===== config.mk =====
export PLATFORM = sky130hd
export DESIGN_NAME = bkpt_match_unit
export DESIGN_NICKNAME = d
export VERILOG_FILES = /design/src/rtl/bkpt_pkg.sv /design/src/rtl/bkpt_slot_cmp.sv /design/src/rtl/bkpt_regfile.sv /design/src/rtl/bkpt_match_unit.sv
export SDC_FILE = /design/constraint.sdc
export NUM_CORES = 1
export LEC_CHECK = 0
export CORE_ASPECT_RATIO = 1.4
export CORE_UTILIZATION = 39
export DETAILED_ROUTE_END_ITERATION = 12
export HOLD_SLACK_MARGIN = 0.08
export PLACE_DENSITY = 0.69
export SLEW_MARGIN = 30
export SYNTH_ARGS = -nofsm -noshare
export SYNTH_HDL_FRONTEND = slang
export SYNTH_SLANG_ARGS = --single-unit
export TNS_END_PERCENT = 20

===== constraint.sdc =====
create_clock -name clk -period 4.6 [get_ports clk]
set_input_delay 0.92 -clock clk [delete_from_list [all_inputs] [get_ports clk]]
set_output_delay 0.92 -clock clk [all_outputs]
set_load 0.01 [all_outputs]

===== src/rtl/bkpt_pkg.sv =====
package bkpt_pkg;
    localparam int unsigned NSLOT    = 4;
    localparam int unsigned DW       = 32;
    localparam int unsigned RIDX_W   = 3;
    localparam int unsigned FLD_BASE = 16;
    localparam int unsigned FLD_STEP = 4;
    localparam logic [RIDX_W-1:0] REG_STAT = 3'd6;
    localparam logic [RIDX_W-1:0] REG_CTRL = 3'd7;

    typedef enum logic [1:0] {
        ACC_FETCH = 2'b00,
        ACC_WRITE = 2'b01,
        ACC_READ  = 2'b10,
        ACC_IO    = 2'b11
    } acc_kind_e;

    typedef enum logic [1:0] {
        FLT_EXEC  = 2'b00,
        FLT_WRITE = 2'b01,
        FLT_IO    = 2'b10,
        FLT_DATA  = 2'b11
    } flt_e;

    typedef struct packed {
        logic          en;
        flt_e          flt;
        logic [1:0]    len;
        logic [DW-1:0] base;
    } slot_cfg_t;

    typedef struct packed {
        logic          valid;
        acc_kind_e     kind;
        logic [1:0]    size;
        logic [DW-1:0] addr;
    } access_t;

    function automatic logic kind_passes(flt_e f, acc_kind_e k);
        case (f)
            FLT_EXEC:  return k == ACC_FETCH;
            FLT_WRITE: return k == ACC_WRITE;
            FLT_IO:    return k == ACC_IO;
            default:   return (k == ACC_WRITE) || (k == ACC_READ);
        endcase
    endfunction

    // Highest byte offset covered by a length code (0, 1 or 3)
    function automatic logic [1:0] len_span(logic [1:0] code);
        case (code)
            2'b00:   return 2'd0;
            2'b01:   return 2'd1;
            default: return 2'd3;
        endcase
    endfunction

    function automatic logic [1:0] size_span(logic [1:0] code);
        case (code)
            2'b00:   return 2'd0;
            2'b01:   return 2'd1;
            default: return 2'd3;
        endcase
    endfunction
endpackage


===== src/rtl/bkpt_slot_cmp.sv =====
module bkpt_slot_cmp
    import bkpt_pkg::*;
(
    input  slot_cfg_t cfg,
    input  access_t   acc,
    output logic      match
);
    logic [1:0]  win_span;
    logic [DW:0] win_lo, win_hi, acc_lo, acc_hi;
    logic        overlap;

    always_comb begin
        win_span = len_span(cfg.len);
        win_lo   = {1'b0, cfg.base & ~{{(DW-2){1'b0}}, win_span}};
        win_hi   = win_lo + {{(DW-1){1'b0}}, win_span};
        acc_lo   = {1'b0, acc.addr};
        acc_hi   = acc_lo + {{(DW-1){1'b0}}, size_span(acc.size)};
        overlap  = (acc_lo <= win_hi) && (win_lo <= acc_hi);
        match    = acc.valid && cfg.en && (cfg.len != 2'b10)
                   && kind_passes(cfg.flt, acc.kind) && overlap;
    end
endmodule


===== src/rtl/bkpt_regfile.sv =====
module bkpt_regfile
    import bkpt_pkg::*;
(
    input  logic                    clk,
    input  logic                    rst,
    input  logic                    we,
    input  logic [RIDX_W-1:0]       waddr,
    input  logic [DW-1:0]           wdata,
    input  logic [RIDX_W-1:0]       raddr,
    input  logic [NSLOT-1:0]        hits,
    output logic [DW-1:0]           rdata,
    output slot_cfg_t [NSLOT-1:0]   cfg,
    output logic [NSLOT-1:0]        status
);
    logic [DW-1:0]    base_q [NSLOT];
    logic [DW-1:0]    ctrl_q;
    logic [NSLOT-1:0] stat_q;
    logic             stat_wr;

    assign stat_wr = we && (waddr == REG_STAT);

    always_ff @(posedge clk) begin
        if (rst) begin
            for (int i = 0; i < NSLOT; i++) base_q[i] <= '0;
            ctrl_q <= '0;
            stat_q <= '0;
        end else begin
            for (int i = 0; i < NSLOT; i++)
                if (we && (waddr == RIDX_W'(i))) base_q[i] <= wdata;
            if (we && (waddr == REG_CTRL)) ctrl_q <= wdata;
            stat_q <= (stat_wr ? wdata[NSLOT-1:0] : stat_q) | hits;
        end
    end

    for (genvar g = 0; g < NSLOT; g++) begin : g_cfg
        assign cfg[g].en   = ctrl_q[g];
        assign cfg[g].flt  = flt_e'(ctrl_q[FLD_BASE+FLD_STEP*g +: 2]);
        assign cfg[g].len  = ctrl_q[FLD_BASE+FLD_STEP*g+2 +: 2];
        assign cfg[g].base = base_q[g];
    end

    assign status = stat_q;

    always_comb begin
        rdata = '0;
        case (raddr)
            3'd0, 3'd1, 3'd2, 3'd3: rdata = base_q[raddr[1:0]];
            REG_STAT:               rdata = {{(DW-NSLOT){1'b0}}, stat_q};
            REG_CTRL:               rdata = ctrl_q;
            default:                rdata = '0;
        endcase
    end


    sticky_flags_chk: assert property (@(posedge clk) disable iff (rst)
        !stat_wr |=> ((stat_q & $past(stat_q)) == $past(stat_q)));
endmodule


===== src/rtl/bkpt_match_unit.sv =====
module bkpt_match_unit
    import bkpt_pkg::*;
(
    input  logic        clk,
    input  logic        rst,
    input  logic        reg_we,
    input  logic [2:0]  reg_waddr,
    input  logic [31:0] reg_wdata,
    input  logic [2:0]  reg_raddr,
    output logic [31:0] reg_rdata,
    input  logic        acc_valid,
    input  logic [31:0] acc_addr,
    input  logic [1:0]  acc_size,
    input  logic [1:0]  acc_kind,
    output logic [3:0]  hit_vec
);
    slot_cfg_t [NSLOT-1:0] cfg;
    access_t               acc;
    logic [NSLOT-1:0]      match;
    logic [NSLOT-1:0]      status;
    logic [NSLOT-1:0]      hit_q;

    assign acc.valid = acc_valid;
    assign acc.kind  = acc_kind_e'(acc_kind);
    assign acc.size  = acc_size;
    assign acc.addr  = acc_addr;

    bkpt_regfile u_regs (
        .clk    (clk),
        .rst    (rst),
        .we     (reg_we),
        .waddr  (reg_waddr),
        .wdata  (reg_wdata),
        .raddr  (reg_raddr),
        .hits   (match),
        .rdata  (reg_rdata),
        .cfg    (cfg),
        .status (status)
    );

    for (genvar g = 0; g < NSLOT; g++) begin : g_slot
        bkpt_slot_cmp u_cmp (
            .cfg   (cfg[g]),
            .acc   (acc),
            .match (match[g])
        );


        undef_len_chk: assert property (@(posedge clk) disable iff (rst)
            (acc_valid && cfg[g].len == 2'b10) |=> !hit_q[g]);


        disabled_slot_chk: assert property (@(posedge clk) disable iff (rst)
            !cfg[g].en |=> !hit_q[g]);
    end

    always_ff @(posedge clk) begin
        if (rst) hit_q <= '0;
        else     hit_q <= match;
    end

    assign hit_vec = hit_q;


    hit_needs_valid_chk: assert property (@(posedge clk) disable iff (rst)
        !acc_valid |=> (hit_vec == '0));


    hit_in_status_chk: assert property (@(posedge clk) disable iff (rst)
        (hit_vec & ~status) == '0);


    reserved_read_chk: assert property (@(posedge clk) disable iff (rst)
        (reg_raddr == 3'd4 || reg_raddr == 3'd5) |-> reg_rdata == '0);
endmodule


# ---- Yosys cells after proc, flatten, opt, wreduce, memory -nomap -nowiden
# Memories as Yosys holds them, arrays and structs flattened.
# Cells that the tools add are included.
dict set report word_totals {
  register_bits 40
  latchBits 0
  mem_bits_rw 128
  rom_bits 0
  input_bits 78
  wordCells 129
  n_memories 1
}
dict set report classes {
  n_addsub 5
  mul 0
  div_mod_pow 0
  order_cmp 8
  n_eq_ne 30
  n_shift 0
  n_mux 29
  bitwise_logic 13
  reduce_logical 40
}
# name words width rd rd_ports_with_merged_regs write_ports line
set memory_table {}
lappend memory_table {u_regs.base_q 4 32 5 0 4 bkpt_regfile.sv:15} ;# logic [DW-1:0] base_q [NSLOT];
# op n
set ops {}
lappend ops {{32-bit by 33-bit less-or-equal comparator with 1-bit output} 8}
lappend ops {{32-bit by 2-bit adder with 33-bit output} 5}
lappend ops {{32-bit bitwise AND} 4}
lappend ops {{32-bit 2-to-1 mux} 4}
lappend ops {{2-bit inverter with 32-bit output} 4}
lappend ops {{32-bit one-hot mux with 3 select lines} 1}
lappend ops {{1-bit logical AND} 26}
lappend ops {{2-bit by 1-bit == test with 1-bit output (second input constant)} 10}
lappend ops {{2-bit zero test} 10}
lappend ops {{2-bit one-hot mux with 2 select lines} 5}
lappend ops {{1-bit 2-to-1 mux} 14}
lappend ops {{2-bit == test (second input constant)} 6}
lappend ops {{3-bit by 2-bit == test with 1-bit output (second input constant)} 4}
lappend ops {{3-bit == test (second input constant)} 4}
lappend ops {{1-bit one-hot mux with 3 select lines} 4}
lappend ops {{2-bit inequality test (second input constant)} 4}
lappend ops {{3-bit by 1-bit == test with 1-bit output (second input constant)} 2}
lappend ops {{3-bit zero test} 2}
lappend ops {{4-bit 2-to-1 mux} 1}
lappend ops {{1-bit bitwise OR} 4}
lappend ops {{4-bit bitwise OR} 1}
lappend ops {{4-bit OR reduction} 1}
lappend ops {{1-bit logical OR} 1}

# ---- Logic depth before layout (Yosys ltp)
dict set report depth {
  depth_word 9
  depth_mapped 19
  ltp_nobuf 18
}

# ---- Cells and area by module
# A second synthesis with hierarchy kept.
dict set report unflattened {
  hier_cells 1976
  area_unflattened_um2 17976.0
}
# mod n_inst cells_per_inst area_per_inst_um2
set by_module_without_submodules {}
lappend by_module_without_submodules {bkpt_regfile 1 647 7816.2}
lappend by_module_without_submodules {{bkpt_slot_cmp (g_slot[0].u_cmp ...)} 2 329 2497.4}
lappend by_module_without_submodules {{bkpt_slot_cmp (g_slot[2].u_cmp)} 1 335 2546.2}
lappend by_module_without_submodules {{bkpt_slot_cmp (g_slot[1].u_cmp)} 1 328 2513.7}
lappend by_module_without_submodules {bkpt_match_unit 1 8 105.1}

# ---- Worst setup path after synthesis
# No wires, ideal clock.
dict set report synth_path {
  path_kind {input to register}
  start {input port acc_size[0]}
  end {register u_regs.stat_q[0], in the netlist u_regs.status[0]}
  setup_time_ns 0.088
  arrival_time_ns 4.452
  required_ns 4.512
  slack_ns 0.059
  stages 19
  path_cell_list {or2_2 > ha_1 > fa_1 > and3_1 > buf_6 > nand3_2 > or2_1 > buf_6 > nor2_1 > nand2_1 > xor2_1 > ha_1 > a21oi_1 > nor2b_1 > o21ai_0 > a31oi_1 > or4b_2 > o211a_1 > o32ai_2}
}
dict set report synth_between {
  elab_chain_len 7
  word_cells_on_any_way 8
}
# element line
set synth_lines {}
lappend synth_lines {{start, declared} bkpt_match_unit.sv:13} ;# input logic [1:0] acc_size,
lappend synth_lines {{2-bit by 1-bit == test with 1-bit output or 2-bit zero test (tied branches)} bkpt_pkg.sv:57} ;# case (code)
lappend synth_lines {{2-bit one-hot mux with 2 select lines (*)} bkpt_pkg.sv:57}
lappend synth_lines {{32-bit by 2-bit adder with 33-bit output (*)} bkpt_slot_cmp.sv:17} ;# acc_hi = acc_lo + {{(DW-1){1'b0}}, size_span(acc.size)};
lappend synth_lines {{32-bit by 33-bit less-or-equal comparator with 1-bit output (*)} bkpt_slot_cmp.sv:18} ;# overlap = (acc_lo <= win_hi) && (win_lo <= acc_hi);
lappend synth_lines {{1-bit logical AND (*)} bkpt_slot_cmp.sv:18}
lappend synth_lines {{1-bit logical AND (*)} bkpt_slot_cmp.sv:20} ;# && kind_passes(cfg.flt, acc.kind) && overlap;
lappend synth_lines {{4-bit bitwise OR (*)} bkpt_regfile.sv:31} ;# stat_q <= (stat_wr ? wdata[NSLOT-1:0] : stat_q) | hits;
lappend synth_lines {{end signal, assigned} bkpt_regfile.sv:31}
lappend synth_lines {{end, declared} bkpt_regfile.sv:17} ;# logic [NSLOT-1:0] stat_q;
# Mark *: on every way between the ends. The rest lies on a longest branch, timed or not.
# A chain may end at the register's enable or synchronous reset.

# ---- Worst setup path in the final report
dict set report layout_path {
  start {input port acc_size[1]}
  end {register u_regs.stat_q[1], in the netlist u_regs.status[1]}
}
# The elaborated chain is that of the path after synthesis.

==> results.md <==
Run status:
- The flow ran to the end, and the final reports show no timing, DRC or antenna violations.

Final layout:
- The synthesis-to-layout area growth is 24.07%.
- The repair_antennas step left the layout with diodes totalling 0.
- The final cell area excluding filler cells is 19150 µm².
- The number of nets in the layout is 2283.
- The layout cell share with drive strength beyond 1 is 15.78%.
- The number of inserted filler cells in the final layout is 3722.

Worst setup path:
- The slack of the worst reg-to-reg path is between 0.7 and 0.8 ns.
- The critical path starts at acc_size[1].
- The number of cells on the worst reg-to-reg path is 14.
- The required time of the worst setup path is 4.99 ns.
- The kind of launch point of the worst setup path is an input pin.
- The biggest fanout along the worst timing path is 4.
- STA classifies the critical path endpoint as a flip-flop.
- The launching point of the worst reg2reg path is u_regs.base_q[3][1]$_SDFFCE_PN0P_.
- The category of the most critical setup path is input pin to flip-flop.
- The worst register-to-register path ends at u_regs.status[3]$_SDFF_PP0_.
- Data on the critical path arrives at its endpoint at approximately 5 ns.
- Following the worst setup path forward leads to its endpoint at u_regs.status[1]$_SDFF_PP0_.

Routing:
- The average wire per standard cell is 25.64 µm.
- The post-detailed-route via-to-cell ratio is 5.891.
- The violation count after the first detailed-routing iteration is around 1300.
- Detailed routing inserted a total of 14570 vias.
- The final wirelength is around 63000 µm.
- The number of nets still failing antenna checks after routing is 0.
- In the routed design, unresolved DRC markers number 0.
- Before antenna repair, the detailed router went through 6 iterations.

Synthesis:
- The post-synthesis instance area is 15440 µm².
- Among all cell types in the netlist, the one instantiated most often is ha_1.
- Summed over its instances, the top area cell type makes up 24.90% of the synthesized netlist area.
- Yosys attributes the largest share of cell area to edfxtp_1, ha_1, and2_1.
- The Yosys warning count is 0.
- The number of storage elements in the synthesis netlist is 168.
- The synthesized design contains 128 enable-type register cells.
- Synthesis instantiated 77 different standard cells from the library.
- Counting instances in the post-synthesis netlist gives the leading cell types as ha_1, nand2_1, and2_1.
- The cell type with the highest aggregate area in the netlist is edfxtp_1.
- The dominant register cell in the synthesized netlist is edfxtp_1.
- The proportion of synthesized chip area in sequential cells is 30.09%.
- The synthesized area divided by synthesized cell count is slightly above 9 µm².
- After technology mapping, the gate count stands at 1686.
- The fraction of synthesis flops using an asynchronous set or reset pin is 0%.

Pwr:
- The peak supply drop is 0.2208 mV.
- Power spread over the standard cell area amounts to ~240 nW/µm².
- In this run the static leakage power is 8.025 nW.

Floorplanning:
- The area of the core is ~39000 µm².
- The die is 170.1 µm wide.
- The row count is 85.
- The area enclosed by the die boundary is 40390 µm².
- The effective utilization at floorplan is 39.88%.
- ~110 I/O pins were placed.
- From bottom edge to top edge, the die measures 237.4 µm.

Global routing:
- The wire length of the first global-routing pass is 92360 µm.
- Entering global routing, the biggest net connects 47 pins.
- In the global route stage, overall resource usage came out at a little under a third.
- Global routing finished with a remaining overflow of 0.
- The number of antenna violations at the first check in global routing is 0.
- The via count of the first global-routing pass was 14380.

Place:
- At the placement stage, the worst setup path has a slack of -0.9283 ns.
- Routability-driven placement finished with a final weighted congestion of 0.9722.
- The number of I/O port buffers is 113.
- The total cell area at the placement stage is 18210 µm².
- The wire-length estimate of the detail-placed layout is approximately 50000 µm.

Timing:
- The period utilization is 97.47%.
- The setup total negative slack is 0 ns.
- For the final database, setup skew stands at approximately 0.016 ns.
- Setup violations remaining at the end of the flow were counted as 0.
- The worst pin sits at a relative slew slack of approximately a third.
- The slew of the pin with the lowest slew margin is around 1 ns.
- The final number of hold-violating endpoints was 0.
- The achievable clock frequency is approximately 220 MHz.
- The total count of max-transition violations in the final report is 0.
- The hold slack is 0.4579 ns.
- Setup repair after global routing could not meet its margin everywhere.
- The worst path in the final design needs a cycle of 4.484 ns, including I/O delays and setup.
- The minimum setup slack in the final design is around 0.12 ns.

Clock tree:
- TritonCTS built the clock tree.
- The number of clock buffers inserted by TritonCTS is 17.
- The buffer cell driving the clock tree root is clkbuf_16.
- The clock transition time at the flip-flop clock pins of the worst setup and hold paths is 0.07 ns.
- The maximum level of the CTS H-tree is 4.
- The later-pin clock latency in the skew report is 0.47 ns.
- The clock net sink count is 168.
- The maximum buffer depth of the clock tree is 2.

Min path:
- In this run the most critical hold path is launched from u_regs.ctrl_q[10]$_SDFFE_PP0P_.
- The class of the most critical hold timing path is flip-flop to flip-flop.

Run:
- The number of max-cap violations is 0.
## worst min path at each step
stage	depth (start not counted)	endpoint
after floorplan	2	u_regs.ctrl_q[10]$_SDFFE_PP0P_
after global placement	2	u_regs.ctrl_q[8]$_SDFFE_PP0P_
after detailed placement	2	u_regs.ctrl_q[4]$_SDFFE_PP0P_
after CTS	2	u_regs.ctrl_q[4]$_SDFFE_PP0P_
after global routing	2	u_regs.ctrl_q[4]$_SDFFE_PP0P_
final	2	u_regs.ctrl_q[10]$_SDFFE_PP0P_
## where the power goes
part           switching [W]  total, W  internal (W)
clock               0.000712   0.00142      0.000707
sequential          0.000153   0.00187       0.00172
combinational       0.000735   0.00133      0.000592
## layout by cell type, fill, tap and decap left out, types with 51 or more instances in the layout
| master | synthesis | routed |
|---|---|---|
| and2_1 | 135 | 135 |
| a21oi_1 | 120 | 114 |
| ha_1 | 265 | 262 |
| o21ai_0 | 79 | 73 |
| clkdlybuf4s50_1 | 0 | 110 |
| nand2_1 | 209 | 206 |
| nor2_1 | 61 | 53 |
| nand4_1 | 65 | 65 |
| buf_4 | 0 | 166 |
| nand3_1 | 56 | 51 |
| inv_1 | 89 | 89 |
| edfxtp_1 | 128 | 128 |
## registers in the layout (all words and copies together) (netlist names)
signal,flops
hit_vec,4
u_regs.base_q,128
u_regs.ctrl_q,32
u_regs.status,4
## critical path: stages
cell	delay, ns
clkdlybuf4s50_1	0.41
or2_2	0.28
ha_2	0.19
fa_2	0.37
and3_4	0.22
nand2_2	0.09
nor2_4	0.07
buf_4	0.15
buf_4	0.13
nand2_1	0.09
xor2_2	0.17
buf_4	0.16
ha_1	0.24
nand4_1	0.18
nor4_2	0.09
buf_4	0.15
a221o_1	0.33
a211o_1	0.24
a211oi_2	0.27
o21bai_1	0.14
## layout make-up
type / count / area [µm²] / area share (%)
inverter: 89 / 334.1 / 1.744
multi-input combinational: 1385 / 10610 / 55.40
clock buffer: 19 / 432.9 / 2.260
clock inverter: 13 / 113.9 / 0.5945
tap: 522 / 653.1 / 3.410
timing repair buffer: 278 / 2364 / 12.34
sequential: 168 / 4644 / 24.25
## metrics by stage
stage	power, W	util [%]	instances
floorplan	0.002515	-	1689
CTS	0.004574	48.77	2466
global placement	0.003140	47.03	2431
detailed placement	0.003167	47.04	2431
global route	0.004795	49.48	2474
finish	0.004619	49.48	2474
## kinds of logic (layout without fill, tap and decap cells)
family	Yosys count	after routing	synth area share, %
buffers and inverters	136	399	3.404
other	1	4	0.02429
DFF	168	168	30.09
muxes	57	57	4.555
adders and majority gates	266	266	21.61
AOI/OAI and AO/OA	329	329	13.45
and+or+nand+nor	639	639	21.76
xor gates and xnor gates	90	90	5.106
## layer usage
metal	track usage [%]	share of wire, %
met5	0	0
met4	19.49	6.4
met3	4.163	5.7
met2	56.06	50
met1	36.09	38
## what timing repair did
item | in CTS | in global routing
resized for setup | 25 | 46
pin swaps | 6 | 23
setup endpoints to repair | 8 | 8
hold buffers | 0 | 0
buffers inserted | 3 | 9
Power figures use the tool's default switching activity.
